File: config.mk
export PLATFORM = sky130hd
export DESIGN_NAME = bypass_unit
export DESIGN_NICKNAME = d
export VERILOG_FILES = /design/src/rtl/bypass_pkg.sv /design/src/rtl/hazard_ctrl.sv /design/src/rtl/bypass_datapath.sv /design/src/rtl/bypass_unit.sv
export SDC_FILE = /design/constraint.sdc
export NUM_CORES = 1
export LEC_CHECK = 0
export CORE_AREA = 2 2 117 119
export CTS_CLUSTER_SIZE = 30
export DETAILED_ROUTE_END_ITERATION = 8
export DIE_AREA = 0 0 119 121
export DONT_BUFFER_PORTS = 1
export MAX_ROUTING_LAYER = met4
export SETUP_SLACK_MARGIN = 0.15
export SLEW_MARGIN = 20
export SYNTH_ARGS = -nofsm -noshare
export SYNTH_HDL_FRONTEND = slang
export SYNTH_SLANG_ARGS = --single-unit
File: constraint.sdc
create_clock -name clk -period 2.63 [get_ports clk]
set_input_delay 0.1315 -clock clk [delete_from_list [all_inputs] [get_ports clk]]
set_output_delay 0.1315 -clock clk [all_outputs]
set_load 0.01 [all_outputs]
File: src/rtl/bypass_pkg.sv
package bypass_pkg;

  typedef enum logic [1:0] {
    SRC_RR    = 2'd0,
    SRC_ALUDM = 2'd1,
    SRC_DMRW  = 2'd2
  } fwdSrc_t;

  typedef struct packed {
    fwdSrc_t opA;
    fwdSrc_t opB;
    logic    stData;
    logic    bubble;
  } bypStrobes_t;

endpackage

File: src/rtl/hazard_ctrl.sv
module hazard_ctrl
  import bypass_pkg::*;
#(
  parameter int REG_W = 5
) (
  input  logic             clk,
  input  logic             rst_n,
  input  logic [REG_W-1:0] drSrcA,
  input  logic [REG_W-1:0] drSrcB,
  input  logic             drUseA,
  input  logic             drUseB,
  input  logic             drIsStore,
  input  logic [REG_W-1:0] exDst,
  input  logic             exWe,
  input  logic             exIsLoad,
  input  logic             exIsStore,
  input  logic [REG_W-1:0] exSrcB,
  input  logic [REG_W-1:0] dmDst,
  input  logic             dmWe,
  input  logic             dmIsLoad,
  output bypStrobes_t      strobes,
  output logic             stall
);

  localparam int NUM_OPS = 2;
  localparam int DATA_OP = 1;

  function automatic logic hits(input logic [REG_W-1:0] src,
                                input logic [REG_W-1:0] dst,
                                input logic en);
    return en && (dst != '0) && (src == dst);
  endfunction

  logic [NUM_OPS-1:0] loadHit;
  logic               stDataQ;

  generate
    for (genvar i = 0; i < NUM_OPS; i++) begin : g_op
      localparam bit IS_DATA = (i == DATA_OP);
      logic [REG_W-1:0] src;
      logic             used;
      fwdSrc_t          nxtSel;
      fwdSrc_t          selQ;

      assign src  = IS_DATA ? drSrcB : drSrcA;
      assign used = IS_DATA ? drUseB : drUseA;

      // Nearest producer first; loads in the ALU stage have no result yet.
      always_comb begin
        nxtSel = SRC_RR;
        if (used && hits(src, exDst, exWe && !exIsLoad))
          nxtSel = SRC_ALUDM;
        else if (used && hits(src, dmDst, dmWe))
          nxtSel = SRC_DMRW;
      end

      // A store's data operand is picked up later in the memory stage.
      assign loadHit[i] = used && hits(src, exDst, exWe && exIsLoad)
                          && !(IS_DATA && drIsStore);

      always_ff @(posedge clk or negedge rst_n) begin
        if (!rst_n)     selQ <= SRC_RR;
        else if (stall) selQ <= SRC_RR;
        else            selQ <= nxtSel;
      end
    end
  endgenerate

  assign stall = |loadHit;

  always_ff @(posedge clk or negedge rst_n) begin
    if (!rst_n) stDataQ <= 1'b0;
    else        stDataQ <= exIsStore && hits(exSrcB, dmDst, dmWe && dmIsLoad);
  end

  always_comb begin
    strobes.opA    = g_op[0].selQ;
    strobes.opB    = g_op[1].selQ;
    strobes.stData = stDataQ;
    strobes.bubble = stall;
  end

endmodule

File: src/rtl/bypass_datapath.sv
module bypass_datapath
  import bypass_pkg::*;
#(
  parameter int DATA_W = 32
) (
  input  bypStrobes_t       strobes,
  input  logic [DATA_W-1:0] exOpA,
  input  logic [DATA_W-1:0] exOpB,
  input  logic [DATA_W-1:0] aluDmVal,
  input  logic [DATA_W-1:0] dmRwVal,
  input  logic [DATA_W-1:0] dmStoreIn,
  input  logic              drWe,
  input  logic              drIsLoad,
  input  logic              drIsStore,
  output logic [DATA_W-1:0] aluInA,
  output logic [DATA_W-1:0] aluInB,
  output logic [DATA_W-1:0] memWrData,
  output logic              nextExWe,
  output logic              nextExLoad,
  output logic              nextExStore
);

  function automatic logic [DATA_W-1:0] pick(input fwdSrc_t sel,
                                             input logic [DATA_W-1:0] rr);
    case (sel)
      SRC_ALUDM: return aluDmVal;
      SRC_DMRW:  return dmRwVal;
      default:   return rr;
    endcase
  endfunction

  always_comb begin
    aluInA    = pick(strobes.opA, exOpA);
    aluInB    = pick(strobes.opB, exOpB);
    memWrData = strobes.stData ? dmRwVal : dmStoreIn;
  end

  // Empty slot: every enable heading into the ALU stage is dropped.
  assign nextExWe    = drWe      && !strobes.bubble;
  assign nextExLoad  = drIsLoad  && !strobes.bubble;
  assign nextExStore = drIsStore && !strobes.bubble;

endmodule

File: src/rtl/bypass_unit.sv
module bypass_unit
  import bypass_pkg::*;
#(
  parameter int REG_W  = 5,
  parameter int DATA_W = 32
) (
  input  logic              clk,
  input  logic              rst_n,
  input  logic [REG_W-1:0]  drSrcA,
  input  logic [REG_W-1:0]  drSrcB,
  input  logic              drUseA,
  input  logic              drUseB,
  input  logic              drWe,
  input  logic              drIsLoad,
  input  logic              drIsStore,
  input  logic [REG_W-1:0]  exDst,
  input  logic              exWe,
  input  logic              exIsLoad,
  input  logic              exIsStore,
  input  logic [REG_W-1:0]  exSrcB,
  input  logic [REG_W-1:0]  dmDst,
  input  logic              dmWe,
  input  logic              dmIsLoad,
  input  logic [DATA_W-1:0] exOpA,
  input  logic [DATA_W-1:0] exOpB,
  input  logic [DATA_W-1:0] aluDmVal,
  input  logic [DATA_W-1:0] dmRwVal,
  input  logic [DATA_W-1:0] dmStoreIn,
  output logic [1:0]        selA,
  output logic [1:0]        selB,
  output logic              stSel,
  output logic              stall,
  output logic              bubble,
  output logic [DATA_W-1:0] aluInA,
  output logic [DATA_W-1:0] aluInB,
  output logic [DATA_W-1:0] memWrData,
  output logic              nextExWe,
  output logic              nextExLoad,
  output logic              nextExStore
);

  bypStrobes_t strobes;

  hazard_ctrl #(.REG_W(REG_W)) u_ctrl (
    .clk      (clk),
    .rst_n    (rst_n),
    .drSrcA   (drSrcA),
    .drSrcB   (drSrcB),
    .drUseA   (drUseA),
    .drUseB   (drUseB),
    .drIsStore(drIsStore),
    .exDst    (exDst),
    .exWe     (exWe),
    .exIsLoad (exIsLoad),
    .exIsStore(exIsStore),
    .exSrcB   (exSrcB),
    .dmDst    (dmDst),
    .dmWe     (dmWe),
    .dmIsLoad (dmIsLoad),
    .strobes  (strobes),
    .stall    (stall)
  );

  bypass_datapath #(.DATA_W(DATA_W)) u_dp (
    .strobes    (strobes),
    .exOpA      (exOpA),
    .exOpB      (exOpB),
    .aluDmVal   (aluDmVal),
    .dmRwVal    (dmRwVal),
    .dmStoreIn  (dmStoreIn),
    .drWe       (drWe),
    .drIsLoad   (drIsLoad),
    .drIsStore  (drIsStore),
    .aluInA     (aluInA),
    .aluInB     (aluInB),
    .memWrData  (memWrData),
    .nextExWe   (nextExWe),
    .nextExLoad (nextExLoad),
    .nextExStore(nextExStore)
  );

  assign selA   = strobes.opA;
  assign selB   = strobes.opB;
  assign stSel  = strobes.stData;
  assign bubble = strobes.bubble;

endmodule

## Word level (Yosys, flattened, before mapping)

Cells that the tools add are included.

| storage, ports and cells | value |
|---|---|
| flip-flop bits (word level) | 5 |
| output and inout bits | 106 |

| cells by class | value |
|---|---|
| reductions and logical operators | 31 |
| mux-type cells | 9 |
| eq/ne operators | 9 |

Operators by type and width:

| kind | count |
|---|---|
| one-hot mux 32 bit (2 select lines) | 2 |
| 2-to-1 mux 32 bit | 1 |
| == test 5 bit | 5 |
| logical AND 1 bit | 25 |
| 2-to-1 mux 2 bit | 6 |
| nonzero test 5 bit | 2 |
| == test 2 x 1 -> 1 bit, second input constant | 2 |
| == test 2 bit, second input constant | 2 |
| logical NOT 1 bit | 3 |
| OR reduction 2 bit | 1 |

## Logic depth before layout (Yosys ltp)

| depth | value |
|---|---|
| word-level depth | 8 |
| mapped depth | 6 |

## Cells and area by module

A second synthesis with hierarchy kept.

| unflattened totals | value |
|---|---|
| cell total of the unflattened synthesis | 323 |
| area total of the unflattened synthesis | 2332.2 µm² |

Modules (own cells, without submodules):

| module | sequential area each (µm²) | cells an instance | times used | area an instance (µm²) |
|---|---|---|---|---|
| bypass_datapath | 0.0 | 265 | 1 | 1799.2 |
| hazard_ctrl | 125.1 | 58 | 1 | 533.0 |

## Worst setup path after synthesis

Ideal clock, no wire load.

| timing path | value |
|---|---|
| kind | register to output |
| from | register u_ctrl.g_op[0].selQ[0] |
| to | output aluInA[0] |
| cell stages (with the launch flop) | 7 |
| data required time | 2.499 ns |
| arrival time | 1.423 ns |
| slack | 1.076 ns |
| path buffers | 2 |
| cell sequence | dfrtp_1 -> inv_1 -> ha_1 -> clkbuf_1 -> clkbuf_1 -> nand2_1 -> o21ai_0 |

| between the ends | value |
|---|---|
| word-level cells in the longest chain between the ends | 2 |

RTL lines:

| element | RTL line | RTL |
|---|---|---|
| start: declaration | hazard_ctrl.sv:43 | `fwdSrc_t selQ;` |
| start signal: assignment | hazard_ctrl.sv:64 | `else selQ <= nxtSel;` |
| == test 2 bit / == test 2 x 1 -> 1 bit (equally long branches) | bypass_datapath.sv:25 | `case (sel)` |
| one-hot mux 32 bit (2 select lines) (*) | bypass_datapath.sv:25 |  |
| end: declaration | bypass_unit.sv:34 | `output logic [DATA_W-1:0] aluInA,` |

Mark *: on every way between the ends. The rest lies on a longest branch, timed or not.

## Worst setup path after layout

| timing path | value |
|---|---|
| from | register u_ctrl.g_op[1].selQ[0] |
| to | output aluInB[4] |

| between the ends | value |
|---|---|
| word-level cells in the longest chain between the ends | 2 |

RTL lines:

| element | RTL line | RTL |
|---|---|---|
| start: declaration | hazard_ctrl.sv:43 |  |
| start signal: assignment | hazard_ctrl.sv:64 |  |
| == test 2 bit / == test 2 x 1 -> 1 bit (equally long branches) | bypass_datapath.sv:25 |  |
| one-hot mux 32 bit (2 select lines) (*) | bypass_datapath.sv:25 |  |
| end: declaration | bypass_unit.sv:35 | `output logic [DATA_W-1:0] aluInB,` |

Marks and branches as above.

==> metrics.txt <==
status=completed; setup violators final=0; Clock Tree Buf Depth=2; initial antenna violation count=0; top cell type's share of synthesized area=22.4%; hold path start=dmIsLoad; CP max FO=26; Initial DRT Pass Iterations=5; RSZ-0062 raised after global routing=false; cell taking the most area after synthesis=a22oi_1; worst path cell trace=inv_1 > ha_2 > buf_4 > nand2_1 > o21ai_0 > buf_4; RePlAce Congestion=0.850; max_slew headroom=41.3%; startpoint types=flip-flop; ANT cells=0; Mapped Area=0.00215 sq mm; Tightest Pin Transition=881 ps; DRC=0; leading post-synthesis cells by cell area=a22oi_1, mux2_2, o21ai_0; min-delay worst type=in -> reg; clock period minus worst slack=2240 ps; first-pass GRT wire length=15000 microns; cell family with most CP delay=adder cells; Setup crit end kind=primary output; Detailed Place HPWL=9570 microns; most frequent cells in the layout=nand2_1, o21ai_0, a22oi_1, mux2_2, xnor2_1; Final Max Tran Viols=0; Starting Density=16.4%; Final WS setup=391 ps; fraction of registers with async set/reset=100%; Final Hold Fails=0; Total GRT Usage=13.9%; Die Ht=121 microns; DP Worst Slack=620 ps; synth unique cells=32; CTS H-Tree Depth=1; fin nets=521; met3 Usage GRT=2.96%; share of post-route cells with drive strength above 1=19.4%; VDD IR max=0.000271 V; final wirelength=11400 microns; Core Rows=42; Multi-input gate area=0.00189 sq mm; Die Wd=119 microns; fmax=447 MHz; register area=126 sq um; DP Area=0.00240 sq mm; Power Density=230 mW/mm^2; Crit. Startpoint=u_ctrl.g_op[1].selQ[0]; starting DRC count in detailed routing=147; commonest non-fill, non-tap cell in the layout=nand2_1; Clock Sinks=5; syn nets=526; max-cap violations=0; Crit path arrival time=2110 ps; gate count of the mapped netlist=325; ANT nets after route=0; Post-synth EDFFs=0; cell repeated most along the worst path=buf_4; pin count of the biggest net entering global routing=40; P&R area growth vs syn=16.2%; via/cell ratio=5.54; routed via count=2742; setup TNS=0 ps; synth warn=0; I/O Buffers=0; final period utilization=85.1%; vias in the first global route=2532; # IOs=303; met2 GRT Util=24.0%; gr ovfl total=0; Buf/Inv on CP=3; main flop type after synthesis=dfrtp_1; Yosys reg bits=5; syn avg cell area=6.61 sq um; cts bufs inserted=3; CP required=2500 ps; wire per inst=23.0 microns; CTS clk-pin slew, worst paths=40 ps; Clock Tree Root=clkbuf_16; met1 usage=17.1%; CTS tree=done; fill cell count=1486; max incr delay on CP=630 ps; post-route cell area=0.00250 sq mm; Leakage=0.798 nW; GRT busiest layer=met2; CP max stage cell=ha_2; Setup Crit Path Kind=reg -> out; core area=0.0131 sq mm; Die ar.=0.0144 sq mm; sequential area share after synthesis=5.82%; post-cts sizing count=0
## synth_stat cells, types with 2 or more instances
cell type,count
nand4_1,4
a22oi_1,64
xnor2_1,21
buf_1,3
dfrtp_1,5
inv_1,4
nor2_1,2
nand2_1,67
clkbuf_1,27
xor2_1,4
nor4_1,3
mux2_2,32
a21boi_1,3
o21ai_0,65
ha_1,4
## worst paths after layout
kind	to	slack (ps)	cells past startpoint
worst min-delay path	u_ctrl.stDataQ	20	2
min in group asynchronous	u_ctrl.g_op[0].selQ[1]	200	1
worst max-delay path	aluInB[4]	390	6
max in group asynchronous	u_ctrl.stDataQ	2210	1
## cell type report
type / count / share of cell area, %
Inverter: 4 / 0.602
Clock buffer: 4 / 3.16
Multi-Input combinational cell: 285 / 75.8
Tap cell: 176 / 8.82
Sequential cell: 5 / 5.06
Timing Repair Buffer: 21 / 6.52
## metrics by stage
step | instances | hold WS, ps | total power, mW | utilization [%]
CTS | 495 | 19.1 | 0.577 | 19.1
finish | 495 | 19.9 | 0.573 | 19.1
detailed placement | 489 | -164 | 0.317 | 18.3
global route | 495 | 60.0 | 0.602 | 19.1
global placement | 489 | -164 | 0.314 | 18.3
floorplan | 325 | -164 | 0.264 | -
## report_power, final
group	total [mW]	internal, mW	switching (mW)
combinational	0.240	0.0990	0.141
clock	0.254	0.201	0.0524
sequential	0.0798	0.0779	0.00188
## per-layer routing
layer / vias up / routed length, microns
met5: - / 0
li1: 1195 / -
met2: 236 / 5590
met1: 1299 / 4480
met4: 0 / 119
met3: 12 / 1200
## cell families (layout without fill, tap and decap cells)
group	Yosys count	in the layout	share of synthesized area, %
multiplexers	32	32	16.8
XOR/XNOR	25	25	10.2
flip-flops	5	5	5.82
AO/OA/AOI/OAI	138	138	41.0
AND/OR/NAND/NOR	86	86	17.6
buffers and inverters	35	29	6.29
adder cells (fa/ha/maj)	4	4	2.33
## state kept, by name, summed over array words and instances, names as in the netlist
name and count:
u_ctrl.stDataQ 1, u_ctrl.g_op.selQ 4
## what timing repair did
action | in CTS | in global routing
buffers inserted | 0 | 0
hold endpoints to repair | 7 | 0
hold buffers | 2 | 0
Note: power is estimated with default switching activity, not from simulation.
